--- src/rtl/irq_arb_pkg.sv ---
package irq_arb_pkg;

  localparam int NUM_SRC = 9;
  localparam int CODE_W  = 4;
  localparam int IDX_W   = 4;

  typedef enum logic [CODE_W-1:0] {
    CODE_RST  = 4'd0,
    CODE_MCK  = 4'd1,
    CODE_EXT  = 4'd2,
    CODE_DEC  = 4'd3,
    CODE_HDEC = 4'd4,
    CODE_PIT  = 4'd5,
    CODE_FIT  = 4'd6,
    CODE_WDOG = 4'd7,
    CODE_DBG  = 4'd8,
    CODE_NONE = 4'd15
  } excCode_e;

  // control -> datapath strobes
  typedef struct packed {
    logic             svc;
    logic [IDX_W-1:0] svcIdx;
  } ctrlStrobe_t;

endpackage

--- src/rtl/irqEventMap.sv ---
module irqEventMap import irq_arb_pkg::*; #(
  parameter int EVT_W = 3
) (
  input  logic               clk,
  input  logic               rst,
  input  logic               evtValid,
  input  logic [EVT_W-1:0]   evtIdx,
  input  logic               evtLevel,
  output logic [NUM_SRC-1:0] evtSet,
  output logic [NUM_SRC-1:0] evtClr,
  output logic               sysResetReq
);

  localparam logic [EVT_W-1:0] EVT_NORMAL = EVT_W'(0);
  localparam logic [EVT_W-1:0] EVT_CRIT   = EVT_W'(1);
  localparam logic [EVT_W-1:0] EVT_MCHK   = EVT_W'(2);
  localparam logic [EVT_W-1:0] EVT_DEBUG  = EVT_W'(3);
  localparam logic [EVT_W-1:0] EVT_SYSRST = EVT_W'(4);

  logic [NUM_SRC-1:0] evtMask;
  logic               rstEvt;

  always_comb begin
    evtMask = '0;
    if (evtValid) begin
      case (evtIdx)
        EVT_NORMAL: evtMask[CODE_EXT] = 1'b1;
        EVT_CRIT:   evtMask[CODE_RST] = 1'b1;
        EVT_MCHK:   evtMask[CODE_MCK] = 1'b1;
        EVT_DEBUG:  evtMask[CODE_DBG] = 1'b1;
        default:    evtMask = '0;
      endcase
    end
  end

  assign evtSet = evtLevel ? evtMask : '0;
  assign evtClr = evtLevel ? '0 : evtMask;
  assign rstEvt = evtValid && evtLevel && (evtIdx == EVT_SYSRST);

  always_ff @(posedge clk) begin
    if (rst) sysResetReq <= 1'b0;
    else     sysResetReq <= rstEvt;
  end

  // reset event yields a pulse and no pending update
  a_r10_reset_pulse: assert property (@(posedge clk) disable iff (rst)
    rstEvt |=> sysResetReq);
  a_r10_reset_no_pending: assert property (@(posedge clk) disable iff (rst)
    rstEvt |-> (evtSet == '0 && evtClr == '0));

endmodule

--- src/rtl/irqPendingDp.sv ---
module irqPendingDp import irq_arb_pkg::*; (
  input  logic               clk,
  input  logic               rst,
  input  logic [NUM_SRC-1:0] srcSet,
  input  logic [NUM_SRC-1:0] srcClr,
  input  logic [NUM_SRC-1:0] evtSet,
  input  logic [NUM_SRC-1:0] evtClr,
  input  ctrlStrobe_t        strobe,
  output logic [NUM_SRC-1:0] pend,
  output logic               hwReq
);

  logic [NUM_SRC-1:0] svcMask;
  logic [NUM_SRC-1:0] setVec;
  logic [NUM_SRC-1:0] clrVec;

  assign svcMask = strobe.svc ? (NUM_SRC'(1) << strobe.svcIdx) : '0;
  assign setVec  = srcSet | evtSet;
  assign clrVec  = srcClr | evtClr | svcMask;

  always_ff @(posedge clk) begin
    if (rst) pend <= '0;
    else     pend <= (pend & ~clrVec) | setVec;
  end

  assign hwReq = |pend;

  // a raise strobe makes the summary line high next cycle
  a_r1_set_raises_req: assert property (@(posedge clk) disable iff (rst)
    (|setVec) |=> hwReq);
  // set beats any clear of the same bit
  a_r3_set_beats_clear: assert property (@(posedge clk) disable iff (rst)
    (|(setVec & clrVec)) |=> ((pend & $past(setVec & clrVec)) == $past(setVec & clrVec)));
  // an accepted service clears its own bit unless re-raised
  a_r6_service_clears: assert property (@(posedge clk) disable iff (rst)
    (|(svcMask & ~setVec)) |=> ((pend & $past(svcMask & ~setVec)) == '0));

endmodule

--- src/rtl/irqArbCtrl.sv ---
module irqArbCtrl import irq_arb_pkg::*; #(
  parameter bit HYP_EN = 1'b0
) (
  input  logic               clk,
  input  logic               rst,
  input  logic [NUM_SRC-1:0] pend,
  input  logic               mcEnable,
  input  logic               extEnable,
  input  logic               takeAck,
  output logic               takeValid,
  output excCode_e           takeCode,
  output ctrlStrobe_t        strobe
);

  localparam int N_GATED = 6;
  localparam int GATED_ORDER [N_GATED] = '{4, 3, 5, 6, 7, 2};

  logic             found;
  logic [IDX_W-1:0] selIdx;
  logic [IDX_W-1:0] heldIdx;

  always_comb begin
    found  = 1'b0;
    selIdx = '0;
    if (pend[CODE_RST]) begin
      found  = 1'b1;
      selIdx = IDX_W'(CODE_RST);
    end else if (mcEnable && pend[CODE_MCK]) begin
      found  = 1'b1;
      selIdx = IDX_W'(CODE_MCK);
    end else if (extEnable) begin
      // walk lowest rank first so the highest rank is assigned last
      for (int k = N_GATED - 1; k >= 0; k--) begin
        if (pend[GATED_ORDER[k]] && (HYP_EN || GATED_ORDER[k] != int'(CODE_HDEC))) begin
          found  = 1'b1;
          selIdx = IDX_W'(GATED_ORDER[k]);
        end
      end
    end
  end

  always_ff @(posedge clk) begin
    if (rst) begin
      takeValid <= 1'b0;
      heldIdx   <= '0;
    end else if (takeValid) begin
      if (takeAck) takeValid <= 1'b0;
    end else if (found) begin
      takeValid <= 1'b1;
      heldIdx   <= selIdx;
    end
  end

  assign takeCode      = takeValid ? excCode_e'(heldIdx) : CODE_NONE;
  assign strobe.svc    = takeValid && takeAck;
  assign strobe.svcIdx = heldIdx;

  // presentation holds until accepted
  a_r6_hold_stable: assert property (@(posedge clk) disable iff (rst)
    (takeValid && !takeAck) |=> (takeValid && $stable(takeCode)));
  // machine check needs its enable at selection
  a_r4_mck_gated: assert property (@(posedge clk) disable iff (rst)
    ($rose(takeValid) && takeCode == CODE_MCK) |-> $past(mcEnable));
  // timer and external group need the external enable
  a_r5_ext_gated: assert property (@(posedge clk) disable iff (rst)
    ($rose(takeValid) && takeCode != CODE_RST && takeCode != CODE_MCK) |-> $past(extEnable));
  a_r5_hyp_off: assert property (@(posedge clk) disable iff (rst)
    takeValid |-> (HYP_EN || takeCode != CODE_HDEC));
  // debug source never presented
  a_r8_debug_never: assert property (@(posedge clk) disable iff (rst)
    takeValid |-> (takeCode != CODE_DBG && takeCode != CODE_NONE));

endmodule

--- src/rtl/irq_arbiter.sv ---
module irq_arbiter import irq_arb_pkg::*; #(
  parameter bit HYP_EN = 1'b0,
  parameter int EVT_W  = 3,
  parameter int ERR_W  = 8
) (
  input  logic                    clk,
  input  logic                    rst,
  input  logic [NUM_SRC-1:0]      srcSet,
  input  logic [NUM_SRC-1:0]      srcClr,
  input  logic                    evtValid,
  input  logic [EVT_W-1:0]        evtIdx,
  input  logic                    evtLevel,
  input  logic                    mcEnable,
  input  logic                    extEnable,
  input  logic                    halted,
  input  logic                    takeAck,
  output logic                    hwReq,
  output logic                    takeValid,
  output logic [CODE_W-1:0]       takeCode,
  output logic [ERR_W-1:0]        takeErr,
  output logic                    wake,
  output logic                    sysResetReq
);

  logic [NUM_SRC-1:0] evtSet;
  logic [NUM_SRC-1:0] evtClr;
  logic [NUM_SRC-1:0] pend;
  ctrlStrobe_t        strobe;
  excCode_e           codeEnum;

  irqEventMap #(.EVT_W(EVT_W)) uEvt (
    .clk         (clk),
    .rst         (rst),
    .evtValid    (evtValid),
    .evtIdx      (evtIdx),
    .evtLevel    (evtLevel),
    .evtSet      (evtSet),
    .evtClr      (evtClr),
    .sysResetReq (sysResetReq)
  );

  irqPendingDp uDp (
    .clk    (clk),
    .rst    (rst),
    .srcSet (srcSet),
    .srcClr (srcClr),
    .evtSet (evtSet),
    .evtClr (evtClr),
    .strobe (strobe),
    .pend   (pend),
    .hwReq  (hwReq)
  );

  irqArbCtrl #(.HYP_EN(HYP_EN)) uCtrl (
    .clk       (clk),
    .rst       (rst),
    .pend      (pend),
    .mcEnable  (mcEnable),
    .extEnable (extEnable),
    .takeAck   (takeAck),
    .takeValid (takeValid),
    .takeCode  (codeEnum),
    .strobe    (strobe)
  );

  assign takeCode = codeEnum;
  assign takeErr  = '0;
  assign wake     = halted && extEnable && hwReq;

endmodule

--- config.mk ---
export PLATFORM = sky130hd
export DESIGN_NAME = irq_arbiter
export DESIGN_NICKNAME = d
export VERILOG_FILES = /design/src/rtl/irq_arb_pkg.sv /design/src/rtl/irqEventMap.sv /design/src/rtl/irqPendingDp.sv /design/src/rtl/irqArbCtrl.sv /design/src/rtl/irq_arbiter.sv
export SDC_FILE = /design/constraint.sdc
export NUM_CORES = 1
export LEC_CHECK = 0
export BUFFER_PORTS_ARGS = -buffer_cell sky130_fd_sc_hd__buf_4
export CORE_UTILIZATION = 30
export DETAILED_ROUTE_END_ITERATION = 16
export MAX_ROUTING_LAYER = met4
export PLACE_DENSITY_LB_ADDON = 0.2
export SETUP_SLACK_MARGIN = 0.4
export SLEW_MARGIN = 0
export SYNTH_ARGS = -nofsm -noshare
export SYNTH_HDL_FRONTEND = slang
export SYNTH_SLANG_ARGS = --single-unit
export TNS_END_PERCENT = 1
--- constraint.sdc ---
create_clock -name clk -period 2.5 [get_ports clk]
set_clock_uncertainty 0.1 [all_clocks]
set_input_delay 0.375 -clock clk [delete_from_list [all_inputs] [get_ports clk]]
set_output_delay 0.375 -clock clk [all_outputs]
set_load 0.02 [all_outputs]
* Word level (Yosys, flattened, before mapping) *
Cells that the tools add are included.
Widths: inputs -> output; s select.

operators by class
  shift operators = 1
  eq/ne operators = 4
  reduce and logical (&&, ||, !) cells = 9
  bitwise logic cells = 7
  multiplexer cells = 28

operator list
  operator             number
  $mux 9               4
  $or 9x9->9           4
  $mux 4               4
  $mux 1               15
  $mux 3               4
  $and 9x9->9          1
  $not 9->9            1
  $reduce_or 9->1      1
  $shl 1x4->9 const A  1
  $eq 3x2->1 const B   2
  $logic_and 1x1->1    6
  $eq 3x1->1 const B   1
  $eq 3x3->1 const B   1
  $logic_not 3->1      1
  $mux 2               1
  $reduce_and 2->1     1
  $not 1->1            1

storage, ports and cells
  register bits after elaboration = 15
  logic and storage cells = 53
  output and inout port bits = 16
  bits of input ports = 29

* Depth between registers and ports, before layout *
Gate-level depths: netlist of run 1.

  depth after elaboration = 10
  mapped depth = 4
  gate-level depth less buffers = 4

* By module *
From an unflattened synthesis of run 1, not the netlist that was laid out.

second synthesis, totals
  cells, all modules = 128
  area, all modules = 996.0 sq um

modules (own cells, without submodules)
  module        times used  seq. area each (sq um)  area an instance (sq um)  cells an instance
  irqPendingDp  1           180.2                   444.2                     56
  irqArbCtrl    1           80.1                    302.8                     35
  irqEventMap   1           20.0                    178.9                     27
  irq_arbiter   1           0.0                     70.1                      10

* Worst setup path after synthesis of run 1 *
No wires, ideal clock.

  kind = flip-flop to output port
  start = reg uDp.pend[7]
  end = out wake
  buffers on the path = 0
  required time = 2.025 ns
  cell stages (with the launch flop) = 5
  slack = 0.841 ns
  data arrival time = 1.184 ns
  cells stage by stage = dfxtp_1 > nor3_2 > nor3b_2 > nand2_1 > and3_1

on the way
  longest elaborated chain between the ends = 2

RTL lines
  item                    line                RTL
  from (decl)             irqPendingDp.sv:9   output logic [NUM_SRC-1:0] pend,
  from (signal assigned)  irqPendingDp.sv:23  else pend <= (pend & ~clrVec) | setVec;
  $reduce_or 9->1         irqPendingDp.sv:26  assign hwReq = |pend;
  net hwReq               irq_arbiter.sv:17   output logic hwReq,
  $logic_and 1x1->1       irq_arbiter.sv:68   assign wake = halted && extEnable && hwReq;
  to (decl)               irq_arbiter.sv:21   output logic wake,

The timed path passes the listed nets, and every way through them passes these cells.

* Final worst setup path of run 1 *
  start = reg uDp.pend[7]
  end = out wake

on the way
  longest elaborated chain between the ends = 2

RTL lines
  item               line
  $reduce_or 9->1    irqPendingDp.sv:26
  $logic_and 1x1->1  irq_arbiter.sv:68

Every way passes these cells.

==> results of run 1 <==
-- Yosys cell counts (3+ instances only) --
cell / n / share of area (%)
a21oi_1: 4 / 2.5
nand2b_1: 3 / 2.3
buf_4: 8 / 7.4
inv_1: 9 / 4.2
nand2_1: 13 / 6.0
and3_1: 3 / 2.3
nor2_1: 11 / 5.1
a31oi_1: 8 / 6.2
dfxtp_1: 14 / 35
mux2i_1: 3 / 3.7
nand3_1: 3 / 1.9
nor2b_1: 4 / 3.1
nand4_1: 3 / 2.3
-- final timing paths --
check                     end  slack, ns        startpoint  cells past startpoint
max                      wake       0.52       uDp.pend[7]                      5
min          uEvt.sysResetReq       0.19         evtIdx[1]                      2
max reg2reg   uCtrl.takeValid       1.16       uDp.pend[7]                      4
min reg2reg  uCtrl.heldIdx[2]       0.38  uCtrl.heldIdx[2]                      2
-- critical path, delay by kind of cell, from the launching register on --
kind / cells / cell delay [ns]
buffers and inverters: 1 / 0.15
flip-flops: 1 / 0.35
AND/OR/NAND/NOR: 4 / 0.74
-- state kept, by name, summed over array words and instances, names as in the netlist --
signal            flops
uCtrl.takeValid       1
uEvt.sysResetReq      1
uCtrl.heldIdx         3
uDp.pend              9
-- where the power goes --
group | internal (mW) | switching [mW]
sequential | 0.238 | 0.0175
clock | 0.0558 | 0.0711
combinational | 0.0728 | 0.0731
-- layout make-up --
cell class / count / area [um2] / area share, %
multi-input cells: 80 / 459.2 / 41.61
flip-flops and latches: 14 / 280.3 / 25.40
repair buffers: 36 / 270.3 / 24.49
well taps: 30 / 37.54 / 3.401
inverters: 9 / 33.78 / 3.061
clock buffers: 3 / 22.52 / 2.041
-- metrics by stage --
stage / cells / area [um2] / total power, mW / utilization [%] / hold slack, ns
final: 172 / 1104 / 0.5284 / 43.75 / 0.1904
after global routing: 172 / 1104 / 0.5616 / 43.75 / 0.1821
after CTS: 172 / 1104 / 0.5368 / 43.75 / 0.1823
after detailed placement: 169 / 1081 / 0.4072 / 42.86 / 0.3765
after global placement: 169 / 1081 / 0.4065 / 42.86 / 0.3666
after floorplan: 112 / 837.1 / 0.3481 / - / 0.3469
-- per-layer routing --
metal  global-route usage, %  vias to the layer above  wire length (um)
met5                       -                        -                 0
met4                   1.282                        0                 8
met3                   5.932                        2               139
met2                   22.84                       31               874
met1                   17.39                      366               904
li1                        -                      424                 -
-- cells by family after synthesis --
| kind of cell | count (synthesis) | share of synthesized area (%) |
|---|---|---|
| simple gates | 52 | 35.19 |
| buf+inv | 18 | 12.04 |
| compound gates | 17 | 14.04 |
| flops | 14 | 34.57 |
| mux | 3 | 3.704 |
| other cells | 1 | 0.4625 |
==> results.json, run 1 <==
{
  "mostFrequentLayoutCell": "buf_4",
  "diodes": 0,
  "synth-seq-cells": 14,
  "nFillCells": 261,
  "grt_overflow_total": 0,
  "drv_cap": 0,
  "antenna_found_initial": 0,
  "slowest_stage": "dfxtp_1",
  "outcome": "finished clean",
  "clkSlewWorstSetupHoldPaths_ns": 0.08,
  "path_max_fanout": 4,
  "syn_area_per_cell_um2": 7.722,
  "dieArea_um2": 2914,
  "timing.final.ws_setup_ns": 0.5195,
  "syn-instance-count": 105,
  "rows": 18,
  "worstSetupPathType": "reg -> out",
  "synth_enable_flop_cells": 0,
  "rsz0062_at_grt": "no",
  "yosysWarnings": 0,
  "postRouteAntennaNets": 0,
  "wirelength_um": 1927,
  "via_per_inst": 4.785,
  "cts_hold_buf": 0,
  "crit_arrival_ns": 1.51,
  "synthesis.area_um2": 810.8,
  "start_util_pct": 32.14,
  "grt_max_degree": 12,
  "hold_viol_final": 0,
  "grt_first_pass_wirelength_um": 2856,
  "cts_tree": "yes",
  "dp_slack_ns": 0.8141,
  "fp.coreArea_um2": 2522,
  "layout_common_cells": "buf_4, dfxtp_1, nand2_1",
  "vdd_drop_max_mv": 0.3083,
  "clk_latency_ns": 0.28,
  "finalSetupViolCount": 0,
  "htree_levels": 1,
  "wl_per_cell_um": 11.20,
  "p_leak_nw": 0.5138,
  "ys_types": 30,
  "gp_congestion": 0.8665,
  "cp-end-kind": "output pin",
  "period_share_pct": 79.22,
  "postCtsSetupBuffers": 0,
  "period_needed_ns": 1.981,
  "drtIter0Drc": 6,
  "drt_first_pass_iters": 4,
  "power.density_nw_per_um2": 478.8,
  "clock.fmax_mhz": 504.9,
  "hpwl_um": 1585,
  "worstPathRequired_ns": 2.03,
  "grt_pass1_vias": 684,
  "io_pins": 45,
  "max_stage_delay_ns": 0.35,
  "ys_seq_area_share_pct": 34.57,
  "cts_made_buffers": 3,
  "grtUsageTotal_pct": 14.29,
  "post_cts_resized": 0,
  "drv_slew": 0,
  "nets": 173,
  "synthFlopType": "dfxtp_1",
  "clock-sinks": 14,
  "path_cells": "nor3_2 -> nor3b_2 -> nand2_1 -> and3_1 -> buf_4",
  "max-clock-path-buffers": 2,
  "root_buffer": "clkbuf_4",
  "hold_class": "in -> reg",
  "start_kind": "flop",
  "setup_tns_ns": 0,
  "drcViolationCount": 0,
  "via_count": 823,
  "layout-drive-gt1-share_pct": 30.99,
  "synthArstFlopShare_pct": 0,
  "portBuffers": 36,
  "die_w_um": 53.99,
  "layout-area-overhead-vs-synth_pct": 36.11,
  "fp.dieH_um": 53.99
}
(Power assumes the default switching activity.)
==> inputs of run 2 (changes only) <==
- clock period: 2.5 -> 1.6 ns (I/O delays scaled with it)
==> run 2 against run 1 <==
Against the previous run:
- cell area up 14%
- global-route usage up 1.3 points
- highest routed layer unchanged
- largest power group unchanged
- critical path type unchanged
- combinational power up 89%
- via count up 3.2%
- sequential cell count unchanged
- die area unchanged
- the run now ends with negative setup slack left
- sequential share of layout area down 1.8 points
- clock power up 100%
- core utilization up 6.0 points
- largest cell class unchanged
- critical path depth unchanged
- sequential power up 62%
- count of clock-buffer cells in the layout up 1
==> results.json, run 2 (synthesis results as in run 1) <==
{
  "outcome": "complete, but fails checks",
  "violations": "negative setup slack",
  "hpwl_um": 1612,
  "hold_start": "evtIdx[1]",
  "drv_slew": 0,
  "gp_congestion": 0.8022,
  "largest-register": "uDp.pend",
  "p_leak_nw": 0.5542,
  "via_per_inst": 4.824,
  "grt_max_degree": 12,
  "drcViolationCount": 0,
  "period_share_pct": 108.7,
  "period_needed_ns": 1.739,
  "drt_first_pass_iters": 3,
  "wirelength_um": 2099,
  "grt_pass1_vias": 789,
  "path_max_fanout": 2,
  "fp.dieH_um": 53.99,
  "crit_family": "simple AND/OR/NAND/NOR gates",
  "worstSetupPathType": "reg -> out",
  "fp.coreArea_um2": 2522,
  "drtIter0Drc": 6,
  "cts_hold_buf": 0,
  "largest_reg_flops": 9,
  "vdd_drop_max_mv": 0.3984,
  "root_buffer": "clkbuf_4",
  "cts_tree": "yes",
  "reg.largest.list": "uDp.pend: 9 flops, uCtrl.heldIdx: 3 flops",
  "layout_common_cells": "buf_4, nor2_1, nand2_1",
  "slowest_stage": "dfxtp_2",
  "worstPathRequired_ns": 1.26,
  "die_w_um": 53.99,
  "cp-end-kind": "output pin",
  "timing.final.ws_setup_ns": -0.1387,
  "cts_made_buffers": 3,
  "clkSlewWorstSetupHoldPaths_ns": 0.09,
  "grt_overflow_total": 0,
  "antenna_found_initial": 0,
  "dieArea_um2": 2914,
  "hold_viol_final": 0,
  "start_util_pct": 32.14,
  "clock.fmax_mhz": 575.2,
  "final_area_um2": 1254,
  "rsz0062_at_grt": "yes",
  "crit_start": "uDp.pend[6]",
  "path_cells": "nor3_4 -> nor3b_4 -> nand2_2 -> and3_4 -> buf_6",
  "portBuffers": 36,
  "hold_class": "in -> reg",
  "hold_ws_ns": 0.05156,
  "max_stage_delay_ns": 0.34,
  "grtUsageTotal_pct": 15.56,
  "drv_cap": 0,
  "clock-sinks": 14,
  "postRouteAntennaNets": 0,
  "nets": 176,
  "r2r-start": "uDp.pend[6]",
  "grt_first_pass_wirelength_um": 3153,
  "max-clock-path-buffers": 2,
  "start_kind": "flop",
  "clk_latency_ns": 0.28,
  "place_area_um2": 1090,
  "crit_arrival_ns": 1.40,
  "htree_levels": 1,
  "rows": 18,
  "power.density_nw_per_um2": 754.6,
  "layout-area-overhead-vs-synth_pct": 54.63,
  "wl_per_cell_um": 11.93,
  "diodes": 0,
  "via_count": 849,
  "layout-drive-gt1-share_pct": 45.89,
  "cp_num_buf_inv": 1,
  "mostFrequentLayoutCell": "buf_4",
  "finalSetupViolCount": 2,
  "io_pins": 45
}
-- run 2: area by class of cell --
cell class	instances	area [um2]
inverter	9	36.28
fill	251	1269
clock buffer	4	36.28
timing repair buffer	39	315.3
sequential	14	295.3
tap	30	37.54
multi-input combinational	80	533.0
-- run 2: routing by layer --
metal  vias up  global-route usage (%)  part of all wire [%]
met5         -                       -                     0
met4         0                   7.692                   1.2
met3         4                   2.542                   5.1
met2        29                   24.90                    48
met1       381                   18.76                    45
li1        435                       -                     -
-- run 2: path summary, 6_finish.rpt --
path | endpoint | slack, ns | depth (start not counted)
min reg2reg | uCtrl.heldIdx[2] | 0.40 | 2
max reg2reg | uCtrl.takeValid | 0.22 | 5
max | wake | -0.14 | 5
min | uEvt.sysResetReq | 0.05 | 2
-- run 2: stage by stage --
stage                     worst slack, ns  utilization [%]  total power, mW  instances  setup TNS [ns]
final                             -0.1387            49.70           0.9460        176         -0.1652
after global routing              -0.2336            49.70           0.9955        176         -0.3472
after CTS                         -0.1506            47.97           0.9435        176         -0.1902
after detailed placement           0.1172            43.20           0.6408        169               0
after global placement             0.1534            43.20           0.6384        169               0
after floorplan                    0.2145                -           0.5468        112               0
-- run 2: what timing repair did --
action                     4_1_cts  5_1_grt
resized for setup               18       11
pin swaps                        5       16
setup endpoints to repair       17       16
cloned                           0        0
setup buffers                    3        0
-- run 2: power by group --
| group | switching, mW | internal (mW) | leakage, nW |
|---|---|---|---|
| sequential | 0.0403 | 0.373 | 0.119 |
| clock | 0.118 | 0.139 | 0.0210 |
| combinational | 0.127 | 0.149 | 0.414 |
| total | 0.285 | 0.661 | 0.554 |
==> inputs of run 3 (changes only) <==
- CORE_MARGIN: unset -> 1.5
- GPL_ROUTABILITY_DRIVEN: unset -> 0
- RECOVER_POWER: unset -> 50
==> run 3 against run 2 <==
Against the previous run:
- the flow still finishes with violations (negative setup slack)
- worst setup slack improved by 0.0072 ns
- sequential cell count did not move
- first-iteration DRC count rose by 33%
- global-route usage barely moved
- register-to-register slack got worse by 0.20 ns
- non-clock buffer count fell by 1
- via count rose by 0.94%
- cell area fell by 3.0%
==> results.json, run 3 (synthesis results as in run 1) <==
{
  "root_buffer": "clkbuf_4",
  "max-clock-path-buffers": 2,
  "max_slew_margin_pct": 61.36,
  "mostFrequentLayoutCell": "buf_4",
  "nets": 175,
  "grt_first_pass_wirelength_um": 3222,
  "final_area_um2": 1216,
  "clock.fmax_mhz": 577.5,
  "portBuffers": 36,
  "drv_cap": 0,
  "antenna_found_initial": 0,
  "dp_cells": 169,
  "met1_usage_pct": 17.35,
  "clock-sinks": 14,
  "postRouteAntennaNets": 0,
  "swShare_pct": 30.09,
  "place_area_um2": 1090,
  "io_pins": 45,
  "die_w_um": 54.99,
  "clk_latency_ns": 0.28,
  "power.density_nw_per_um2": 768.4,
  "drcViolationCount": 0,
  "start_util_pct": 32.14,
  "violations": "negative setup slack",
  "finalSetupViolCount": 2,
  "reg.largest.list": "uDp.pend: 9 flops, uCtrl.heldIdx: 3 flops",
  "layout_common_cells": "buf_4, nand2_1, nor2_1",
  "cts_made_buffers": 3,
  "grtUsageMet2_pct": 25.99,
  "clkSlewWorstSetupHoldPaths_ns": 0.09,
  "cp-end-kind": "output pin",
  "grt_pass1_vias": 793,
  "cts_hold_buf": 0,
  "fp.dieH_um": 54.99,
  "worstPathRequired_ns": 1.26,
  "via_count": 857,
  "max_stage_delay_ns": 0.35,
  "rows": 18,
  "cts_tree": "yes",
  "hpwl_um": 1639,
  "fp.coreArea_um2": 2522,
  "drv_slew": 0,
  "htree_levels": 1,
  "period_needed_ns": 1.731,
  "wl_per_cell_um": 12.31,
  "layout-area-overhead-vs-synth_pct": 50.00,
  "drt_first_pass_iters": 4,
  "drtIter0Drc": 8,
  "period_share_pct": 108.2,
  "seq_power_share_pct": 44.0,
  "hold_class": "in -> reg",
  "grt_max_degree": 12,
  "timing.final.ws_setup_ns": -0.1315,
  "diodes": 0,
  "crit_arrival_ns": 1.39,
  "wirelength_um": 2155,
  "grtUsageTotal_pct": 15.58,
  "hold_ws_ns": 0.04882,
  "worst_slew_pin_slew_ns": 0.5789,
  "hold_viol_final": 0,
  "p_clk_share_pct": 27.2,
  "largest_reg_flops": 9,
  "vdd_drop_max_mv": 0.4122,
  "p_switching_uw": 281.2,
  "layout-drive-gt1-share_pct": 38.62,
  "p_leak_nw": 0.5367,
  "use_met3_pct": 3.226,
  "start_kind": "flop",
  "busiest_layer": "met2",
  "rsz0062_at_grt": "yes",
  "combinationalPowerShare_pct": 28.8,
  "dieArea_um2": 3023,
  "internal_power_uw": 653.3,
  "via_per_inst": 4.897,
  "outcome": "complete, but fails checks",
  "slowest_stage": "dfxtp_2",
  "grt_overflow_total": 0,
  "path_cells": "nor3_4 -> nor3b_4 -> nand2_2 -> and3_4 -> buf_6",
  "worstSetupPathType": "reg -> out",
  "largest-register": "uDp.pend",
  "final_cell_count_no_fill": 175,
  "path_max_fanout": 2
}
## run 3: per-stage QoR
step / setup TNS [ns] / worst slack [ns] / total power, mW / util (%)
after global placement: 0 / 0.1560 / 0.6386 / 43.20
final: -0.1494 / -0.1315 / 0.9345 / 48.21
after CTS: -0.2027 / -0.1573 / 0.9380 / 48.07
after global routing: -0.4249 / -0.2183 / 0.9822 / 48.21
after floorplan: 0 / 0.2145 / 0.5468 / -
after detailed placement: 0 / 0.1287 / 0.6391 / 43.20
## run 3: worst max-delay path: cells and delay by family (launching register included)
kind	cells	cell delay [ns]
buffers and inverters	1	0.12
DFF	1	0.35
and+or+nand+nor	4	0.64
## run 3: area by class of cell
type / instances / area (um2)
Tap cell: 30 / 37.54
Timing Repair Buffer: 38 / 296.5
Fill cell: 266 / 1306
Sequential cell: 14 / 290.3
Inverter: 9 / 36.28
Clock buffer: 4 / 36.28
Multi-Input combinational cell: 80 / 519.2
## run 3: what timing repair did
| item | in CTS | in global routing |
|---|---|---|
| pin swaps | 5 | 12 |
| gates cloned | 0 | 0 |
| resized for setup | 20 | 5 |
| buffers inserted | 2 | 0 |
| endpoints found under the setup margin | 16 | 15 |
## run 3: worst paths after layout
path                                        from               end  slack, ns  cells past startpoint
worst max-delay path                 uDp.pend[6]              wake      -0.13                      5
worst min-delay path                   evtIdx[1]  uEvt.sysResetReq       0.05                      2
worst max register to register   uCtrl.takeValid       uDp.pend[3]       0.02                      4
worst min register to register  uCtrl.heldIdx[2]  uCtrl.heldIdx[2]       0.39                      2
## run 3: power groups by stage
| stage | Clock (mW) | Combinational (mW) | Sequential, mW |
|---|---|---|---|
| 6_report | 0.254 | 0.269 | 0.411 |
| 3_3_place_gp | 0 | 0.231 | 0.407 |
| 4_1_cts | 0.264 | 0.267 | 0.407 |
| 2_1_floorplan | 0 | 0.142 | 0.405 |
| 5_1_grt | 0.276 | 0.292 | 0.415 |
| 3_5_place_dp | 0 | 0.232 | 0.408 |
## run 3: per-layer routing
metal / vias to the layer above / wire length [um]
li1: 431 / -
met1: 390 / 943
met2: 32 / 1054
met3: 4 / 135
met4: 0 / 22
met5: - / 0
